===== src/rtl/i2c_bus_clear_pkg.sv =====
package i2c_bus_clear_pkg;

  typedef enum logic [2:0] {
    ST_IDLE       = 3'd0,
    ST_CLK_LOW    = 3'd1,
    ST_CLK_HIGH   = 3'd2,
    ST_STOP_LOW   = 3'd3,
    ST_STOP_SETUP = 3'd4
  } bc_state_t;

  function automatic int unsigned width_for(input int unsigned n);
    return (n > 1) ? $clog2(n) : 1;
  endfunction

endpackage


===== src/rtl/bc_phase_timer.sv =====
module bc_phase_timer #(
  parameter int unsigned PHASE_CYC = 40
) (
  input  logic clk,
  input  logic rst,
  input  logic load,
  output logic expire
);
  localparam int unsigned TW = i2c_bus_clear_pkg::width_for(PHASE_CYC);
  localparam logic [TW-1:0] RELOAD = TW'(PHASE_CYC - 1);

  logic [TW-1:0] remain_q;

  always_ff @(posedge clk) begin
    if (rst) begin
      remain_q <= '0;
    end else if (load) begin
      remain_q <= RELOAD;
    end else if (remain_q != '0) begin
      remain_q <= remain_q - 1'b1;
    end
  end

  assign expire = (remain_q == '0);
endmodule


===== src/rtl/bc_pulse_counter.sv =====
module bc_pulse_counter #(
  parameter int unsigned NUM_PULSES = 9
) (
  input  logic clk,
  input  logic rst,
  input  logic clear,
  input  logic step,
  output logic last
);
  localparam int unsigned CW = i2c_bus_clear_pkg::width_for(NUM_PULSES);
  localparam logic [CW-1:0] FINAL = CW'(NUM_PULSES - 1);

  logic [CW-1:0] count_q;

  always_ff @(posedge clk) begin
    if (rst || clear) begin
      count_q <= '0;
    end else if (step) begin
      count_q <= count_q + 1'b1;
    end
  end

  assign last = (count_q == FINAL);
endmodule


===== src/rtl/bc_sequencer.sv =====
module bc_sequencer
  import i2c_bus_clear_pkg::*;
(
  input  logic clk,
  input  logic rst,
  input  logic start,
  input  logic phase_expire,
  input  logic pulse_last,
  output logic timer_load,
  output logic count_clear,
  output logic count_step,
  output logic scl_oe,
  output logic sda_oe,
  output logic busy,
  output logic done
);
  bc_state_t state_q, state_n;
  logic      finish_n;

  always_comb begin
    state_n     = state_q;
    timer_load  = 1'b0;
    count_clear = 1'b0;
    count_step  = 1'b0;
    finish_n    = 1'b0;
    unique case (state_q)
      ST_IDLE: begin
        if (start) begin
          state_n     = ST_CLK_LOW;
          timer_load  = 1'b1;
          count_clear = 1'b1;
        end
      end
      ST_CLK_LOW: begin
        if (phase_expire) begin
          state_n    = ST_CLK_HIGH;
          timer_load = 1'b1;
        end
      end
      ST_CLK_HIGH: begin
        if (phase_expire) begin
          timer_load = 1'b1;
          if (pulse_last) begin
            state_n = ST_STOP_LOW;
          end else begin
            state_n    = ST_CLK_LOW;
            count_step = 1'b1;
          end
        end
      end
      ST_STOP_LOW: begin
        if (phase_expire) begin
          state_n    = ST_STOP_SETUP;
          timer_load = 1'b1;
        end
      end
      ST_STOP_SETUP: begin
        if (phase_expire) begin
          state_n  = ST_IDLE;
          finish_n = 1'b1;
        end
      end
      default: state_n = ST_IDLE;
    endcase
  end

  always_ff @(posedge clk) begin
    if (rst) begin
      state_q <= ST_IDLE;
      scl_oe  <= 1'b0;
      sda_oe  <= 1'b0;
      busy    <= 1'b0;
      done    <= 1'b0;
    end else begin
      state_q <= state_n;
      scl_oe  <= (state_n == ST_CLK_LOW) || (state_n == ST_STOP_LOW);
      sda_oe  <= (state_n == ST_STOP_LOW) || (state_n == ST_STOP_SETUP);
      busy    <= (state_n != ST_IDLE);
      done    <= finish_n;
    end
  end
endmodule


===== src/rtl/i2c_bus_clear.sv =====
module i2c_bus_clear #(
  parameter int unsigned CYC_PER_US = 100,
  parameter int unsigned PHASE_US   = 20,
  parameter int unsigned NUM_PULSES = 9
) (
  input  logic clk,
  input  logic rst,
  input  logic start,
  output logic scl_oe,
  output logic sda_oe,
  output logic busy,
  output logic done
);
  localparam int unsigned PHASE_CYC = CYC_PER_US * PHASE_US;

  logic timer_load, phase_expire;
  logic count_clear, count_step, pulse_last;

  bc_phase_timer #(.PHASE_CYC(PHASE_CYC)) timer_i (
    .clk    (clk),
    .rst    (rst),
    .load   (timer_load),
    .expire (phase_expire)
  );

  bc_pulse_counter #(.NUM_PULSES(NUM_PULSES)) count_i (
    .clk   (clk),
    .rst   (rst),
    .clear (count_clear),
    .step  (count_step),
    .last  (pulse_last)
  );

  bc_sequencer seq_i (
    .clk          (clk),
    .rst          (rst),
    .start        (start),
    .phase_expire (phase_expire),
    .pulse_last   (pulse_last),
    .timer_load   (timer_load),
    .count_clear  (count_clear),
    .count_step   (count_step),
    .scl_oe       (scl_oe),
    .sda_oe       (sda_oe),
    .busy         (busy),
    .done         (done)
  );
endmodule


===== config.mk =====
export PLATFORM = sky130hd
export DESIGN_NAME = i2c_bus_clear
export DESIGN_NICKNAME = d
export VERILOG_FILES = /design/src/rtl/i2c_bus_clear_pkg.sv /design/src/rtl/bc_phase_timer.sv /design/src/rtl/bc_pulse_counter.sv /design/src/rtl/bc_sequencer.sv /design/src/rtl/i2c_bus_clear.sv
export SDC_FILE = /design/constraint.sdc
export NUM_CORES = 1
export LEC_CHECK = 0
export ABC_AREA = 1
export BUFFER_PORTS_ARGS = -buffer_cell sky130_fd_sc_hd__buf_2
export CAP_MARGIN = 20
export CORE_MARGIN = 2
export CORE_UTILIZATION = 50
export DETAILED_ROUTE_END_ITERATION = 8
export PLACE_DENSITY_LB_ADDON = 0.08
export SLEW_MARGIN = 20
export SYNTH_ARGS = -nofsm -noshare
export SYNTH_HDL_FRONTEND = slang
export SYNTH_SLANG_ARGS = --single-unit

===== constraint.sdc =====
create_clock -name clk -period 1.9 [get_ports clk]
set_input_delay 0.475 -clock clk [delete_from_list [all_inputs] [get_ports clk]]
set_output_delay 0.475 -clock clk [all_outputs]
set_load 0.05 [all_outputs]

# Word-level counts from Yosys, hierarchy flattened
# Cells that the tools add are included.
[word_totals] output_inout_bits=4 elab_cells=46 regBits=22
[classes] muxes=16 n_addsub=2 n_reduce_logical=11 n_bitwise=1 eq_ne=8
[op_table] operator="$mux 11" count=2
[op_table] operator="$mux 3" count=5
[op_table] operator="$pmux 3 s5" count=1
[op_table] operator="$logic_not 11->1" count=1
[op_table] operator="$reduce_bool 11->1" count=1
[op_table] operator="$sub 11x1->11 const B" count=1
[op_table] operator="$eq 3x2->1 const B" count=3
[op_table] operator="$eq 3x1->1 const B" count=2
[op_table] operator="$eq 3x3->1 const B" count=2
[op_table] operator="$mux 1" count=6
[op_table] operator="$add 4x1->4 const B" count=1
[op_table] operator="$eq 4x4->1 const B" count=1
[op_table] operator="$reduce_or 2->1" count=2
[op_table] operator="$logic_not 3->1" count=1
[op_table] operator="$logic_or 1x1->1" count=3
[op_table] operator="$reduce_bool 3->1" count=1
[op_table] operator="$reduce_or 3->1" count=1
[op_table] operator="$mux 2" count=1
[op_table] operator="$pmux 1 s2" count=1
[op_table] operator="$reduce_bool 2->1" count=1
[op_table] operator="$not 1->1" count=1

# Depth between registers and ports, before layout
# Gate-level depths: netlist of the first run.
[logic_depth] ltp_word=6 mapped_depth=11 depth_no_buf=11

# Modules after synthesis
# From an unflattened synthesis of the first run, not the netlist that was laid out.
[hier_totals] cells_unflattened=180 area_unflattened_um2=1204.9
[modules_own_cells] module="bc_phase_timer" n_inst=1 cells_each=101 seq_area_each_um2=220.2 area_each_um2=685.7
[modules_own_cells] module="bc_sequencer" n_inst=1 cells_each=51 seq_area_each_um2=140.1 area_each_um2=321.6
[modules_own_cells] module="bc_pulse_counter" n_inst=1 cells_each=28 seq_area_each_um2=80.1 area_each_um2=197.7

# Worst setup path before layout of the first run
# Ideal clock, no wire load.
[synth_path] path_kind="register -> register" from="register timer_i.remain_q[0]" to="register count_i.count_q[2]" period_less_slack_ns=1.504 setup_slack_ns=0.396 t_required_ns=1.785 setup_time_ns=0.115 path_buffers=0 stages_incl_launch_ff=12 arrival_ns=1.389 cell_sequence="dfxtp_1 > inv_1 > ha_1 > nand2_2 > nor2_4 > nand2_4 > nor2_8 > nand3_4 > inv_2 > nand3_1 > nand2_1 > nor2_1"
[synth_via] elab_chain_len=3
[synth_lines] item="from (decl)" line="bc_phase_timer.sv:12" source="logic [TW-1:0] remain_q;"
[synth_lines] item="from (signal assigned)" line="bc_phase_timer.sv:20" source="remain_q <= remain_q - 1'b1;"
[synth_lines] item="$logic_not 11->1" line="bc_phase_timer.sv:24" source="assign expire = (remain_q == '0);"
[synth_lines] item="$mux 1" line="bc_sequencer.sv:41" source="if (phase_expire) begin"
[synth_lines] item="$mux 1" line="bc_sequencer.sv:26" source="unique case (state_q)"
[synth_lines] item="to (signal assigned)" line="bc_pulse_counter.sv:19" source="count_q <= count_q + 1'b1;"
[synth_lines] item="to (decl)" line="bc_pulse_counter.sv:13" source="logic [CW-1:0] count_q;"
# Every way passes these cells.
# A chain may end at the register's enable or synchronous reset.

# Worst setup path after layout of the first run
[layout_path] from="register timer_i.remain_q[0]" to="register timer_i.remain_q[8]"
[layout_via] elab_chain_len=4 elab_cells_between_ends=8
[layout_lines] item="parallel branches: the longest is 4 deep, another holds $sub 11x1->11"
# Several ways; the timed one is not identified. The select of a mux whose other input is x is not followed.

==> impl_metrics.ini, run 1 <==
[run_status]
status = finished, final reports clean

[worst_setup_path]
cp_top_family = simple AND/OR/NAND/NOR gates
cp_slowest_cell = dfxtp_1
crit_arrival_ns = 1.89
cp.depth = 10
crit_path_end = timer_i.remain_q[8]$_SDFFE_PP0P_
crit_path_cell_trace = inv_1 -> ha_1 -> nand2_2 -> nor2_4 -> nand2_4 -> nor2_8 -> nand2_2 -> nand2_4 -> inv_6 -> a31oi_2
path_buf_inv = 2
critPathLaunchType = flip-flop
r2r-start = timer_i.remain_q[0]$_SDFFE_PP0P_
required_ns = 2.14
critPathMaxStageDelay_ns = 0.34
cp-end-kind = flip-flop
worstReg2RegEnd = timer_i.remain_q[8]$_SDFFE_PP0P_
crit_type = reg2reg
startpoint = timer_i.remain_q[0]$_SDFFE_PP0P_
crit_path_max_fanout = 7
r2r_cells = 10
reg2reg_slack_ns = 0.25

[floorplan]
dieArea_um2 = 2883
core_um2 = 2410
die_x_um = 53.70
start_util_pct = 51.25
die_y_um = 53.70
num_rows = 18
io_pins = 7

[detailed_routing]
first_iter_violations = 29
drt.antenna.violating_nets = 0
drc = 0
vias = 999
via_per_inst = 4.970
routed_wirelength_um = 2204
dr.pass1.iters = 4
wl_per_cell_um = 10.97

[place]
io_buffers = 6
dp.final_hpwl_um = 1741
dpl_cell_area_um2 = 1299
pre_cts_slack_ns = 0.2613
place_congestion = 0.7910

[sta]
finalWorstSetupSlack_ns = 0.2470
fmax_mhz = 605.0
slew_viol_final = 0
period_share_pct = 87.00
hold_viol = 0
setup_viol = 0
hold-worst-slack_ns = 0.4832
fin_setup_tns_ns = 0
slew-limit-headroom_pct = 79.20
grt_setup_unrepaired = no
tightest_slew_ns = 0.3120
clock_skew_ns = 0.003556
min_period_ns = 1.653

[hold_path]
min_path_cells = 2
hold_class = reg2reg

[clock_tree]
postCtsSetupRepairBufs = 0
numCtsBuffers = 3
clock-sinks = 22
worstSkewPairLatency_ns = 0.30
clk_path_buf_depth = 2
ctsResizeCount = 0
hold_buffers = 0
htree_levels = 1
cts_root_buf = clkbuf_4
tritoncts = built
clkTransAtPathRegs_ns = 0.12

[synth]
synth_most_common_cell = nand2_1
avgSynthCellArea_um2 = 7.623
yosysWarnings = 0
synth_edf_count = 0
ys_ff_latch = 22
syn_area_um2 = 1235
synth_area_leaders = dfxtp_1, nand2_1, nor2_1
ys.flop_type = dfxtp_1
syn_inst = 162
synth_common_cells = nand2_1, nor2_1, dfxtp_1, inv_1, nand3_1
async_reset_ff_share_pct = 0
yosysUniqueCellTypes = 26
synth_top_area_share_pct = 35.66
synth_nets = 168
yosys.area.top_type = dfxtp_1
seq_area_frac_synth_pct = 35.66

[finish]
multi_input_area_um2 = 689.4
antenna_cells = 0
area_growth_pct = 8.105
fin_nets = 178
drive_gt1_share_pct = 23.98
fin_util_pct = 55.40
fin_area_um2 = 1335
regArea_um2 = 440.4
fillerInstances = 244

[global_route]
grtUsageTotal_pct = 18.00
grt_pass1_wl_um = 3788
antenna_found_initial = 0
grt_max_degree = 15
grt_pass1_vias = 934
gr-total-overflow = 0

[power]
vdd_ir_drop_max_v = 0.0006043
p_leak_nw = 0.6454
power_density_nw_per_um2 = 885.7

[run]
maxCapViolCount = 0
worst min-delay path by stage:
stage,from,endpoint
2_1_floorplan,count_i.count_q[3]$_SDFFE_PP0P_,count_i.count_q[3]$_SDFFE_PP0P_
3_3_place_gp,count_i.count_q[3]$_SDFFE_PP0P_,count_i.count_q[3]$_SDFFE_PP0P_
5_1_grt,count_i.count_q[3]$_SDFFE_PP0P_,count_i.count_q[3]$_SDFFE_PP0P_
6_report,count_i.count_q[3]$_SDFFE_PP0P_,count_i.count_q[3]$_SDFFE_PP0P_
4_1_cts,count_i.count_q[3]$_SDFFE_PP0P_,count_i.count_q[3]$_SDFFE_PP0P_
3_5_place_dp,count_i.count_q[3]$_SDFFE_PP0P_,count_i.count_q[3]$_SDFFE_PP0P_
layout make-up:
class	instances	share of cell area, %
flip-flops and latches	22	32.99
well taps	30	2.812
repair buffers	6	2.249
multi-input cells	114	51.64
inverters	25	7.591
clock buffers	4	2.718
report_power, final:
group	total (mW)	internal, mW	switching, mW
registers	0.549	0.506	0.0426
logic	0.379	0.126	0.253
clock network	0.254	0.117	0.138
placed cells by master (no fill, tap or decap), drive strengths merged:
master	n
clkbuf	4
o21a	1
nand4	1
nand3	18
a21oi	9
xor2	5
nor2	30
nor3	2
nand2	37
a31oi	3
inv	25
o21ai	4
a21boi	1
ha	3
dfxtp	22
buf	6
cells by family after synthesis:
kind of cell / after synthesis / share of synthesized area [%]
and+or+nand+nor: 88 / 38.50
buffers and inverters: 26 / 8.511
DFF: 22 / 35.66
AOI/OAI and AO/OA: 18 / 10.74
xor gates and xnor gates: 5 / 3.546
adders and majority gates: 3 / 3.040
routing by layer:
layer | wire length [um] | global-route usage, % | vias up
met5 | 0 | 0 | -
met4 | 14 | 7.692 | 0
met3 | 68 | 1.667 | 2
met2 | 1091 | 31.71 | 10
met1 | 1029 | 22.13 | 456
li1 | - | - | 531
metrics by stage:
stage               power [mW]  std cells
finish                   1.182        201
floorplan               0.8711        162
CTS                      1.199        201
global placement        0.9414        197
global route             1.258        201
detailed placement      0.9406        197
sequential cells by signal, indices dropped and copies added, names as in the netlist:
| name | flops |
|---|---|
| seq_i.state_q | 3 |
| seq_i.scl_oe | 1 |
| seq_i.busy | 1 |
| seq_i.sda_oe | 1 |
| timer_i.remain_q | 11 |
| count_i.count_q | 4 |
| seq_i.done | 1 |
worst register-to-register path, cell delays in order (launching register included):
cell and delay, ns:
dfxtp_1 0.34, inv_1 0.12, ha_1 0.28, nand2_2 0.09, nor2_4 0.15, nand2_4 0.10, nor2_8 0.15, nand2_2 0.09
nand2_4 0.10, inv_6 0.06, a31oi_2 0.12
No activity file was read; power rests on OpenSTA's default activity.
==> run 2, diff against run 1 <==
CORE_UTILIZATION = 35   (was 50)
==> run 2 against run 1 <==
  * Routed wire length is 7.2% higher
  * Critical path type unchanged
  * Power up 0.10%
  * Largest power group unchanged
  * Via count shrank 0.30%
==> impl_metrics.ini, run 2 (synthesized netlist as in run 1, its figures left out) <==
[place]
dpl_cell_area_um2 = 1319
io_buffers = 6
dp.final_hpwl_um = 1832
pre_cts_slack_ns = 0.2464
place_congestion = 0.8070

[finish]
fin_nets = 178
layout_commonest_cell = nand2_1
area_growth_pct = 9.929
fin_area_um2 = 1358
fillerInstances = 392
most-common-layout-cells = nand2_1, nor2_1, dfxtp_1, inv_1, nand3_1
largest_reg_flops = 11
reg_top3 = timer_i.remain_q x11, count_i.count_q x4, seq_i.state_q x3
antenna_cells = 0
largest-register = timer_i.remain_q
drive_gt1_share_pct = 24.56

[floorplan]
dieArea_um2 = 4020
start_util_pct = 36.72
die_y_um = 63.40
io_pins = 7
num_rows = 21
core_um2 = 3363
die_x_um = 63.40

[sta]
hold-worst-slack_ns = 0.4848
slew_viol_final = 0
min_period_ns = 1.621
slew-limit-headroom_pct = 78.24
hold_viol = 0
fmax_mhz = 617.1
tightest_slew_ns = 0.3264
clock_skew_ns = 0.003725
setup_viol = 0
fin_setup_tns_ns = 0
period_share_pct = 85.29
finalWorstSetupSlack_ns = 0.2794
grt_setup_unrepaired = no

[power]
p_seq_share_pct = 46.5
p_clk_share_pct = 21.3
vdd_ir_drop_max_v = 0.0003707
p_int_uw = 750.0
combPwrFrac_pct = 32.2
power.switching_uw = 433.6
p_leak_nw = 0.6441
power_density_nw_per_um2 = 871.9
p_sw_share_pct = 36.63

[hold_path]
hold_class = reg2reg

[clock_tree]
clk_path_buf_depth = 2
clock-sinks = 22
tritoncts = built
numCtsBuffers = 3
cts_root_buf = clkbuf_4
postCtsSetupRepairBufs = 0
clkTransAtPathRegs_ns = 0.12
htree_levels = 1
worstSkewPairLatency_ns = 0.30

[global_route]
antenna_found_initial = 0
grt_pass1_vias = 1005
grt_max_degree = 15
gr-total-overflow = 0
grt_pass1_wl_um = 4257
grtUsageTotal_pct = 13.45

[detailed_routing]
dr.pass1.iters = 4
wl_per_cell_um = 10.88
via_per_inst = 4.590
drt.antenna.violating_nets = 0
routed_wirelength_um = 2362
first_iter_violations = 19
vias = 996
drc = 0

[worst_setup_path]
path_buf_inv = 1
crit_path_cell_trace = inv_1 -> ha_2 -> nand2_2 -> nor2_4 -> nand3_4 -> nand2_1 -> nand3_2 -> nand3_1 -> nand2_1 -> nor2_1
cp_slowest_cell = dfxtp_1
crit_type = reg2reg
cp_top_family = simple AND/OR/NAND/NOR gates
critPathLaunchType = flip-flop
crit_path_max_fanout = 10
required_ns = 2.15
cp-end-kind = flip-flop
critPathMaxStageDelay_ns = 0.34
crit_arrival_ns = 1.87
crit_top_cell = nand2_1

[run]
maxCapViolCount = 0

[run_status]
status = finished, final reports clean
==> run 2: per-stage QoR <==
stage	power (mW)	instances	util, %
finish	1.184	217	40.36
floorplan	0.8711	162	-
detailed placement	0.9415	213	39.21
CTS	1.204	217	40.29
global route	1.274	217	40.36
global placement	0.9490	213	39.21
==> run 2: worst min-delay path: stages, from the launching register on <==
cell and delay, ns:
dfxtp_1 0.33, nand2_1 0.08, a21boi_2 0.05
==> run 2: repair_timing <==
| action | CTS | global route |
|---|---|---|
| endpoints found under the setup margin | 0 | 1 |
| endpoints found under the hold margin | 0 | 0 |
| hold buffers | 0 | 0 |
| gates resized for setup | 0 | 1 |
==> run 2: worst paths after layout <==
check,from,endpoint,slack [ns],cells after the start
setup reg to reg,timer_i.remain_q[0]$_SDFFE_PP0P_,seq_i.sda_oe$_SDFF_PP0_,0.28,10
hold reg to reg,count_i.count_q[3]$_SDFFE_PP0P_,count_i.count_q[3]$_SDFFE_PP0P_,0.48,2
hold / removal,count_i.count_q[3]$_SDFFE_PP0P_,count_i.count_q[3]$_SDFFE_PP0P_,0.48,2
setup / recovery,timer_i.remain_q[0]$_SDFFE_PP0P_,seq_i.sda_oe$_SDFF_PP0_,0.28,10
==> run 2: power groups by stage <==
stage / Combinational (mW) / Clock (mW) / Sequential [mW]
2_1_floorplan: 0.294 / 0 / 0.577
3_3_place_gp: 0.388 / 0 / 0.561
3_5_place_dp: 0.381 / 0 / 0.560
4_1_cts: 0.383 / 0.270 / 0.550
5_1_grt: 0.430 / 0.288 / 0.557
6_report: 0.381 / 0.252 / 0.550
==> run 2: layer usage <==
layer	part of all wire [%]	wire (um)	global-route usage, %
met5	0	0	0
met2	48	1126	21.97
met1	50	1184	17.85
met4	0.93	22	5.707
met3	1.2	29	1.607
==> run 2: final cells by class <==
class	instances	area (um^2)	share of cell area, %
Multi-Input combinational cell	114	691.9	50.97
Tap cell	46	57.56	4.240
Sequential cell	22	440.4	32.44
Clock buffer	4	36.28	2.673
Timing Repair Buffer	6	30.03	2.212
Inverter	25	101.3	7.465
